--- config.mk ---
export PLATFORM = sky130hd
export DESIGN_NAME = qspi_cmd_engine
export DESIGN_NICKNAME = d
export VERILOG_FILES = /design/src/rtl/qspi_eng_pkg.sv /design/src/rtl/qspi_eng_dp.sv /design/src/rtl/qspi_eng_ctrl.sv /design/src/rtl/qspi_cmd_engine.sv
export SDC_FILE = /design/constraint.sdc
export NUM_CORES = 2
export LEC_CHECK = 0
export ABC_AREA = 1
export BUFFER_PORTS_ARGS = -buffer_cell sky130_fd_sc_hd__buf_2
export CAP_MARGIN = 20
export CELL_PAD_IN_SITES_DETAIL_PLACEMENT = 1
export CELL_PAD_IN_SITES_GLOBAL_PLACEMENT = 2
export CORE_MARGIN = 1
export CORE_UTILIZATION = 35
export CTS_BUF_LIST = sky130_fd_sc_hd__clkbuf_4 sky130_fd_sc_hd__clkbuf_8
export CTS_CLUSTER_DIAMETER = 30
export CTS_CLUSTER_SIZE = 40
export DETAILED_ROUTE_END_ITERATION = 6
export HOLD_SLACK_MARGIN = 0.08
export PLACE_DENSITY = 0.8
export SLEW_MARGIN = 20
export SYNTH_ARGS = -nofsm -noshare
export SYNTH_HDL_FRONTEND = slang
export SYNTH_SLANG_ARGS = --single-unit
--- constraint.sdc ---
create_clock -name clk -period 2.9 [get_ports clk]
set_clock_uncertainty 0.15 [all_clocks]
set_input_delay 0 -clock clk [delete_from_list [all_inputs] [get_ports clk]]
set_output_delay 0 -clock clk [all_outputs]
set_load 0.01 [all_outputs]
--- src/rtl/qspi_eng_pkg.sv ---
package qspi_eng_pkg;
  localparam int WORD_MAX  = 128;
  localparam int WLEN_W    = $clog2(WORD_MAX);
  localparam int FRAME_MAX = 4096;
  localparam int FLEN_W    = $clog2(FRAME_MAX);
  localparam int REG_W     = 32;
  localparam int NUM_DREG  = WORD_MAX / REG_W;
  localparam int DSEL_W    = $clog2(NUM_DREG);
  localparam int ADDR_W    = 3;

  localparam logic [ADDR_W-1:0] A_CLK   = 3'd0;
  localparam logic [ADDR_W-1:0] A_DEV   = 3'd1;
  localparam logic [ADDR_W-1:0] A_CMD   = 3'd2;
  localparam logic [ADDR_W-1:0] A_STAT  = 3'd3;
  localparam logic [ADDR_W-1:0] A_DATA0 = 3'd4;

  localparam int CMD_OP_LSB = 16;
  localparam int CMD_WL_LSB = 19;
  localparam int CMD_CS_LSB = 28;
  localparam int CLK_EN_BIT = 31;

  localparam logic [2:0] OP_RD1 = 3'd1;
  localparam logic [2:0] OP_WR1 = 3'd2;
  localparam logic [2:0] OP_RD2 = 3'd3;
  localparam logic [2:0] OP_END = 3'd4;
  localparam logic [2:0] OP_RD4 = 3'd7;

  typedef struct packed {
    logic              load;      // align write word to the MSB end
    logic              clear;     // zero the shift register before a read
    logic              shiftOut;  // advance to the next write bit
    logic              sampleIn;  // capture read lines
    logic [1:0]        lanes;     // 0: one line, 1: two, 2: four
    logic [WLEN_W-1:0] alignAmt;
  } dpCtrl_t;
endpackage

--- src/rtl/qspi_eng_dp.sv ---
module qspi_eng_dp
  import qspi_eng_pkg::*;
(
  input  logic              clk,
  input  logic              rstN,
  input  logic              regWrEn,
  input  logic [ADDR_W-1:0] regAddr,
  input  logic [REG_W-1:0]  regWrData,
  input  dpCtrl_t           dpCtrl,
  input  logic [3:0]        dataIn,
  output logic [REG_W-1:0]  dataRd,
  output logic              dataOut
);
  logic [WORD_MAX-1:0] shiftQ;

  always_ff @(posedge clk or negedge rstN) begin
    if (!rstN) begin
      shiftQ <= '0;
    end else if (dpCtrl.load) begin
      shiftQ <= shiftQ << dpCtrl.alignAmt;
    end else if (dpCtrl.clear) begin
      shiftQ <= '0;
    end else if (dpCtrl.sampleIn) begin
      case (dpCtrl.lanes)
        2'd1:    shiftQ <= {shiftQ[WORD_MAX-3:0], dataIn[1:0]};
        2'd2:    shiftQ <= {shiftQ[WORD_MAX-5:0], dataIn[3:0]};
        default: shiftQ <= {shiftQ[WORD_MAX-2:0], dataIn[1]};
      endcase
    end else if (dpCtrl.shiftOut) begin
      shiftQ <= shiftQ << 1;
    end else if (regWrEn) begin
      for (int k = 0; k < NUM_DREG; k++) begin
        if (regAddr == ADDR_W'(int'(A_DATA0) + k)) shiftQ[REG_W*k +: REG_W] <= regWrData;
      end
    end
  end

  assign dataRd  = shiftQ[REG_W*int'(regAddr[DSEL_W-1:0]) +: REG_W];
  assign dataOut = shiftQ[WORD_MAX-1];

  AST_STROBE_EXCLUSIVE: assert property (@(posedge clk) disable iff (!rstN)
    $onehot0({dpCtrl.load, dpCtrl.clear, dpCtrl.shiftOut, dpCtrl.sampleIn}));
endmodule

--- src/rtl/qspi_eng_ctrl.sv ---
module qspi_eng_ctrl
  import qspi_eng_pkg::*;
#(
  parameter int NUM_CS = 4,
  parameter int DIV_W  = 16
)(
  input  logic              clk,
  input  logic              rstN,
  input  logic              regWrEn,
  input  logic [ADDR_W-1:0] regAddr,
  input  logic [REG_W-1:0]  regWrData,
  output logic [REG_W-1:0]  clkCtrlQ,
  output logic [REG_W-1:0]  devCtrlQ,
  output logic [REG_W-1:0]  cmdQ,
  output logic [REG_W-1:0]  statusQ,
  output dpCtrl_t           dpCtrl,
  output logic              sclk,
  output logic [NUM_CS-1:0] csOut,
  output logic              dataOe
);
  localparam int CS_W = (NUM_CS > 1) ? $clog2(NUM_CS) : 1;

  logic              busy, frameOn, wordDone, half;
  logic [DIV_W-1:0]  divCnt;
  logic [WLEN_W:0]   edgesLeft, edgesInit;
  logic [FLEN_W-1:0] frameCnt, frameLast;
  logic [CS_W-1:0]   selCs;
  logic [2:0]        opQ, newOp;
  logic [1:0]        newLanes;
  logic [WLEN_W-1:0] newWlm1;
  logic              cmdWr, accept, endFrame, clkEn, phaseEnd, isWrite;
  logic              cpolSel, cphaSel;

  assign cmdWr    = regWrEn && (regAddr == A_CMD);
  assign newOp    = regWrData[CMD_OP_LSB +: 3];
  assign newWlm1  = regWrData[CMD_WL_LSB +: WLEN_W];
  assign accept   = cmdWr && !busy &&
                    (newOp == OP_RD1 || newOp == OP_WR1 || newOp == OP_RD2 || newOp == OP_RD4);
  assign endFrame = cmdWr && !busy && (newOp == OP_END);
  assign clkEn    = clkCtrlQ[CLK_EN_BIT];
  assign phaseEnd = busy && clkEn && (divCnt >= clkCtrlQ[DIV_W-1:0]);
  assign isWrite  = (opQ == OP_WR1);

  always_comb begin
    case (newOp)
      OP_RD2:  newLanes = 2'd1;
      OP_RD4:  newLanes = 2'd2;
      default: newLanes = 2'd0;
    endcase
    edgesInit = ({1'b0, newWlm1} >> newLanes) + (WLEN_W+1)'(1);
  end

  // software-visible configuration
  always_ff @(posedge clk or negedge rstN) begin
    if (!rstN) begin
      clkCtrlQ <= '0;
      devCtrlQ <= '0;
      cmdQ     <= '0;
    end else if (regWrEn) begin
      if (regAddr == A_CLK) clkCtrlQ <= regWrData;
      if (regAddr == A_DEV) devCtrlQ <= regWrData;
      if (cmdWr && !busy)   cmdQ     <= regWrData;
    end
  end

  // word sequencer and frame counter
  always_ff @(posedge clk or negedge rstN) begin
    if (!rstN) begin
      busy      <= 1'b0;
      frameOn   <= 1'b0;
      wordDone  <= 1'b0;
      half      <= 1'b0;
      divCnt    <= '0;
      edgesLeft <= '0;
      frameCnt  <= '0;
      frameLast <= '0;
      selCs     <= '0;
      opQ       <= '0;
    end else if (accept) begin
      busy      <= 1'b1;
      frameOn   <= 1'b1;
      wordDone  <= 1'b0;
      half      <= 1'b0;
      divCnt    <= '0;
      edgesLeft <= edgesInit;
      frameLast <= regWrData[FLEN_W-1:0];
      selCs     <= regWrData[CMD_CS_LSB +: CS_W];
      opQ       <= newOp;
    end else if (endFrame) begin
      frameOn  <= 1'b0;
      frameCnt <= '0;
      wordDone <= 1'b0;
    end else if (cmdWr && !busy) begin
      wordDone <= 1'b0;
    end else if (busy && clkEn) begin
      if (phaseEnd) begin
        divCnt <= '0;
        half   <= ~half;
        if (half) begin
          if (edgesLeft == (WLEN_W+1)'(1)) begin
            busy     <= 1'b0;
            wordDone <= 1'b1;
            if (frameCnt == frameLast) begin
              frameOn  <= 1'b0;
              frameCnt <= '0;
            end else begin
              frameCnt <= frameCnt + 1'b1;
            end
          end else begin
            edgesLeft <= edgesLeft - 1'b1;
          end
        end
      end else begin
        divCnt <= divCnt + 1'b1;
      end
    end
  end

  assign dpCtrl.load     = accept && (newOp == OP_WR1);
  assign dpCtrl.clear    = accept && (newOp != OP_WR1);
  assign dpCtrl.alignAmt = WLEN_W'(WORD_MAX - 1) - newWlm1;
  assign dpCtrl.shiftOut = phaseEnd && half && isWrite;
  assign dpCtrl.sampleIn = phaseEnd && !half && !isWrite;
  assign dpCtrl.lanes    = (opQ == OP_RD2) ? 2'd1 : (opQ == OP_RD4) ? 2'd2 : 2'd0;

  assign cpolSel = devCtrlQ[{selCs, 3'b000}];
  assign cphaSel = devCtrlQ[{selCs, 3'b010}];
  assign sclk    = (busy && clkEn) ? (cpolSel ^ (cphaSel ? ~half : half)) : cpolSel;
  assign dataOe  = busy && isWrite;
  assign statusQ = {{(REG_W-2){1'b0}}, wordDone, busy};

  for (genvar g = 0; g < NUM_CS; g++) begin : g_cs
    assign csOut[g] = (frameOn && selCs == CS_W'(g)) ? devCtrlQ[8*g+1] : ~devCtrlQ[8*g+1];
  end

  AST_BUSY_IN_FRAME: assert property (@(posedge clk) disable iff (!rstN)
    busy |-> frameOn);
  AST_DONE_ENDS_BUSY: assert property (@(posedge clk) disable iff (!rstN)
    $rose(wordDone) |-> !busy && $past(busy));
  AST_EDGE_STEP: assert property (@(posedge clk) disable iff (!rstN)
    busy && $past(busy) |-> (edgesLeft == $past(edgesLeft)) || (edgesLeft == $past(edgesLeft) - 1'b1));
  AST_STALL_HOLDS: assert property (@(posedge clk) disable iff (!rstN)
    busy && !clkEn |=> $stable(edgesLeft) && $stable(half));
endmodule

--- src/rtl/qspi_cmd_engine.sv ---
module qspi_cmd_engine
  import qspi_eng_pkg::*;
#(
  parameter int NUM_CS = 4,
  parameter int DIV_W  = 16
)(
  input  logic              clk,
  input  logic              rstN,
  input  logic              regWrEn,
  input  logic [ADDR_W-1:0] regAddr,
  input  logic [REG_W-1:0]  regWrData,
  output logic [REG_W-1:0]  regRdData,
  output logic              sclk,
  output logic [NUM_CS-1:0] csOut,
  output logic              dataOut,
  output logic              dataOe,
  input  logic [3:0]        dataIn
);
  dpCtrl_t          dpCtrl;
  logic [REG_W-1:0] clkCtrlQ, devCtrlQ, cmdQ, statusQ, dataRd;

  qspi_eng_ctrl #(.NUM_CS(NUM_CS), .DIV_W(DIV_W)) u_ctrl (
    .clk(clk), .rstN(rstN), .regWrEn(regWrEn), .regAddr(regAddr), .regWrData(regWrData),
    .clkCtrlQ(clkCtrlQ), .devCtrlQ(devCtrlQ), .cmdQ(cmdQ), .statusQ(statusQ),
    .dpCtrl(dpCtrl), .sclk(sclk), .csOut(csOut), .dataOe(dataOe)
  );

  qspi_eng_dp u_dp (
    .clk(clk), .rstN(rstN), .regWrEn(regWrEn), .regAddr(regAddr), .regWrData(regWrData),
    .dpCtrl(dpCtrl), .dataIn(dataIn), .dataRd(dataRd), .dataOut(dataOut)
  );

  always_comb begin
    case (regAddr)
      A_CLK:   regRdData = clkCtrlQ;
      A_DEV:   regRdData = devCtrlQ;
      A_CMD:   regRdData = cmdQ;
      A_STAT:  regRdData = statusQ;
      default: regRdData = dataRd;
    endcase
  end
endmodule

==> metrics.txt <==
status finished clean; Setup-failing EPs final 0; hold slack final 0.106 ns; register area share after synthesis between 20% and 30%; Hold Crit Endpoint u_ctrl.devCtrlQ[13]; VDD IR-drop max ~0.34 mV; Post-synth ARST share 100%; Core ar. ~0.082 mm2; Detail Route Antenna Nets 0; Synth top area share between 20% and 30%; fraction of layout cells with a size suffix above 1 11.8%; Pins Over Slew Limit 0; placer congestion estimate between 1 and 1.5; Detailed Routing Iterations Pass 1 5; Clock Path Buffers 3; DRC Markers 0; via count of the first global-routing pass 37,700; most used cell, CP nand2_1; Initial Util 35.5%; f_max 0.349 GHz; setup_tns 0 ns; Final Cycle Share 98.9%; worst hold path class in -> reg; IO Count 81; clk_lat worst skew 0.70 ns; CTS tree yes; CTS Sinks roughly 280; dpl hpwl 142 mm; fin util 42.4%; Layout Area Growth over Synthesis 19.6%; Max FO, Critical Path 27; ranking of synthesized cells by area dfrtp_1 (24%), nand2_1 (22%), nand3_1 (18%); Critical Path AT 3.26 ns; Worst Hold Path Cells 4; Lkg Pwr about 0.017 uW; most frequent cells in the layout nand2_1 (1,711), nand3_1 (1,052), inv_1 (340), nor2_1 (295), dfrtp_1 (280); CP max-delay cell dfrtp_1; final hold violation count 0; placed insts ~6,100; DR iter-0 viols between 4,000 and 5,000; wire per inst 29.4 um; pre-CTS WS 0.0424 ns; Rel. slew slack 29.5%; endpoint type of the worst setup path flop; most common cell after layout, fill and taps aside nand2_1; Mapped Area 0.0292 mm2; Nets approximately 5,300; cts bufs inserted just over 70; initial antenna violation count 6; Worst R2R Start u_ctrl.clkCtrlQ[7]; PD cells 575 mW/mm2; total global routing overflow 0; measured slew at the worst slew-check pin 1.06 ns; overall routing resource usage 42.7%; leading area contributor after synthesis dfrtp_1; Routed WL between 150 and 200 mm; clk root buf clkbuf_8; CTS H-tree lvls 3; Gate Count Post-Synth about 5,100; average size of a mapped cell 5.73 um2; hold wc startpoint regWrData[13]; die span in x approximately 290 um; via count about 40,000; Cell Chain, Critical Path inv_1, ha_1, nand2_1, inv_2, nand2_1, nor2_1, nor2_1, nand2_1, nand2_2, nand2_4, nand4_4, buf_4, clkbuf_16, o21ai_0, nand2_1, a21oi_1, nor2_1; min Tclk post-route 2.87 ns; vias per cell slightly above 6; Reg2Reg Setup Slack a little over 0.03 ns; Syn. warnings 0; Cell Rows 105; Yosys reg bits 281; capture point of the worst reg-to-reg path u_dp.shiftQ[49]; Max Cap Viol 0; crit path from u_ctrl.clkCtrlQ[7]; clk slew on worst S/H paths 0.06 ns; CP Launch Type flop; CP peak stage delay 0.34 ns; # port buffers 80; synth unique cells 51; FF-to-FF path depth 17; Data required, critical path 3.29 ns; Chip Height 291 um; crit path kind reg -> reg; Synth Flop Type dfrtp_1; post-synth net total 5,156; Die Area 0.0845 mm2; Final Non-Filler Cells 6,336; EDFF count, synth 0; worst setup margin 0.0312 ns; first-pass GRT wire length 267 mm; largest net degree at the start of global routing 95
## kinds of logic after synthesis
| logic type | Yosys count | synth area share [%] |
|---|---|---|
| AND/OR/NAND/NOR | 3211 | 47.4 |
| buffers and inverters | 787 | 11.1 |
| AO/OA/AOI/OAI | 766 | 15.7 |
| flip-flops | 281 | 24.1 |
| XOR/XNOR | 27 | 0.811 |
| adder cells (fa/ha/maj) | 21 | 0.901 |
## critical path, delay by kind of cell, from the launching register on
kind            cells  cell delay (ns)
buf+inv             4             0.55
fa+ha+maj           1             0.30
flops               1             0.34
compound gates      2             0.40
simple gates       10             0.98
## where the power goes
part,switching [uW],internal [uW]
sequential,1450,4570
clock,2330,3740
combinational,5370,2590
## repair_timing
action / CTS / global route
gates resized for setup: 2 / 19
setup buffers: 0 / 11
endpoints found under the setup margin: 1 / 85
hold buffers: 58 / 1
gates cloned: 0 / 9
hold endpoints to repair: 517 / 2
pin swaps: 0 / 4
## per-stage QoR
| step | area, um2 | power (uW) |
|---|---|---|
| after detailed placement | 32200 | 13500 |
| after floorplan | 29200 | 9420 |
| after global placement | 32200 | 13400 |
| after CTS | 34500 | 19700 |
| final | 34900 | 20100 |
| after global routing | 34900 | 20800 |
## metal layers
layer	track usage, %	up-vias	routed length [um]
li1	-	17300	-
met1	56.6	19300	75400
met2	64.9	2134	80300
met3	8.75	439	19100
met4	22.9	6	11400
met5	0	-	47
## flip-flops by register name, indices dropped and copies added, names as in the netlist
signal,count
u_ctrl.opQ,3
u_ctrl.cmdQ,32
u_ctrl.half,1
u_ctrl.devCtrlQ,32
u_ctrl.frameLast,12
u_ctrl.edgesLeft,8
u_ctrl.wordDone,1
u_ctrl.frameCnt,12
u_ctrl.frameOn,1
u_ctrl.clkCtrlQ,32
u_ctrl.selCs,2
u_ctrl.busy,1
u_ctrl.divCnt,16
u_dp.shiftQ,128
## synth_stat cells, types with 7 or more instances
cell,number
o21ai_1,73
o211ai_1,14
xor2_1,27
buf_2,132
nand3_1,1053
ha_1,21
nand4_1,74
inv_1,347
o22ai_1,72
o2111ai_1,8
a221oi_1,41
o21ai_0,274
dfrtp_1,281
buf_1,50
clkbuf_1,215
a21oi_1,167
inv_2,12
nand2_1,1722
a22oi_1,7
buf_4,26
nor3_1,19
nor2_1,299
o221ai_1,85
or2_2,11
a22o_1,8
## worst max path at each step
stage                              end  slack [ns]  depth (start not counted)
detailed placement     u_dp.shiftQ[26]        0.04                         13
floorplan              u_dp.shiftQ[68]        0.63                         16
global placement       u_dp.shiftQ[26]        0.10                         13
global route           u_dp.shiftQ[49]       -0.09                         17
finish                 u_dp.shiftQ[49]        0.03                         17
CTS                 u_ctrl.frameCnt[4]        0.01                         12
## area by class of cell
| class | instances | area [um2] |
|---|---|---|
| fillers | 11100 | 47400 |
| multi-input cells | 4025 | 19000 |
| clock buffers | 92 | 1210 |
| repair buffers | 470 | 4430 |
| clock inverters | 37 | 503 |
| inverters | 360 | 1370 |
| well taps | 1070 | 1340 |
| diodes | 1 | 2.50 |
| flip-flops and latches | 281 | 7030 |
Power figures use the tool's default switching activity.
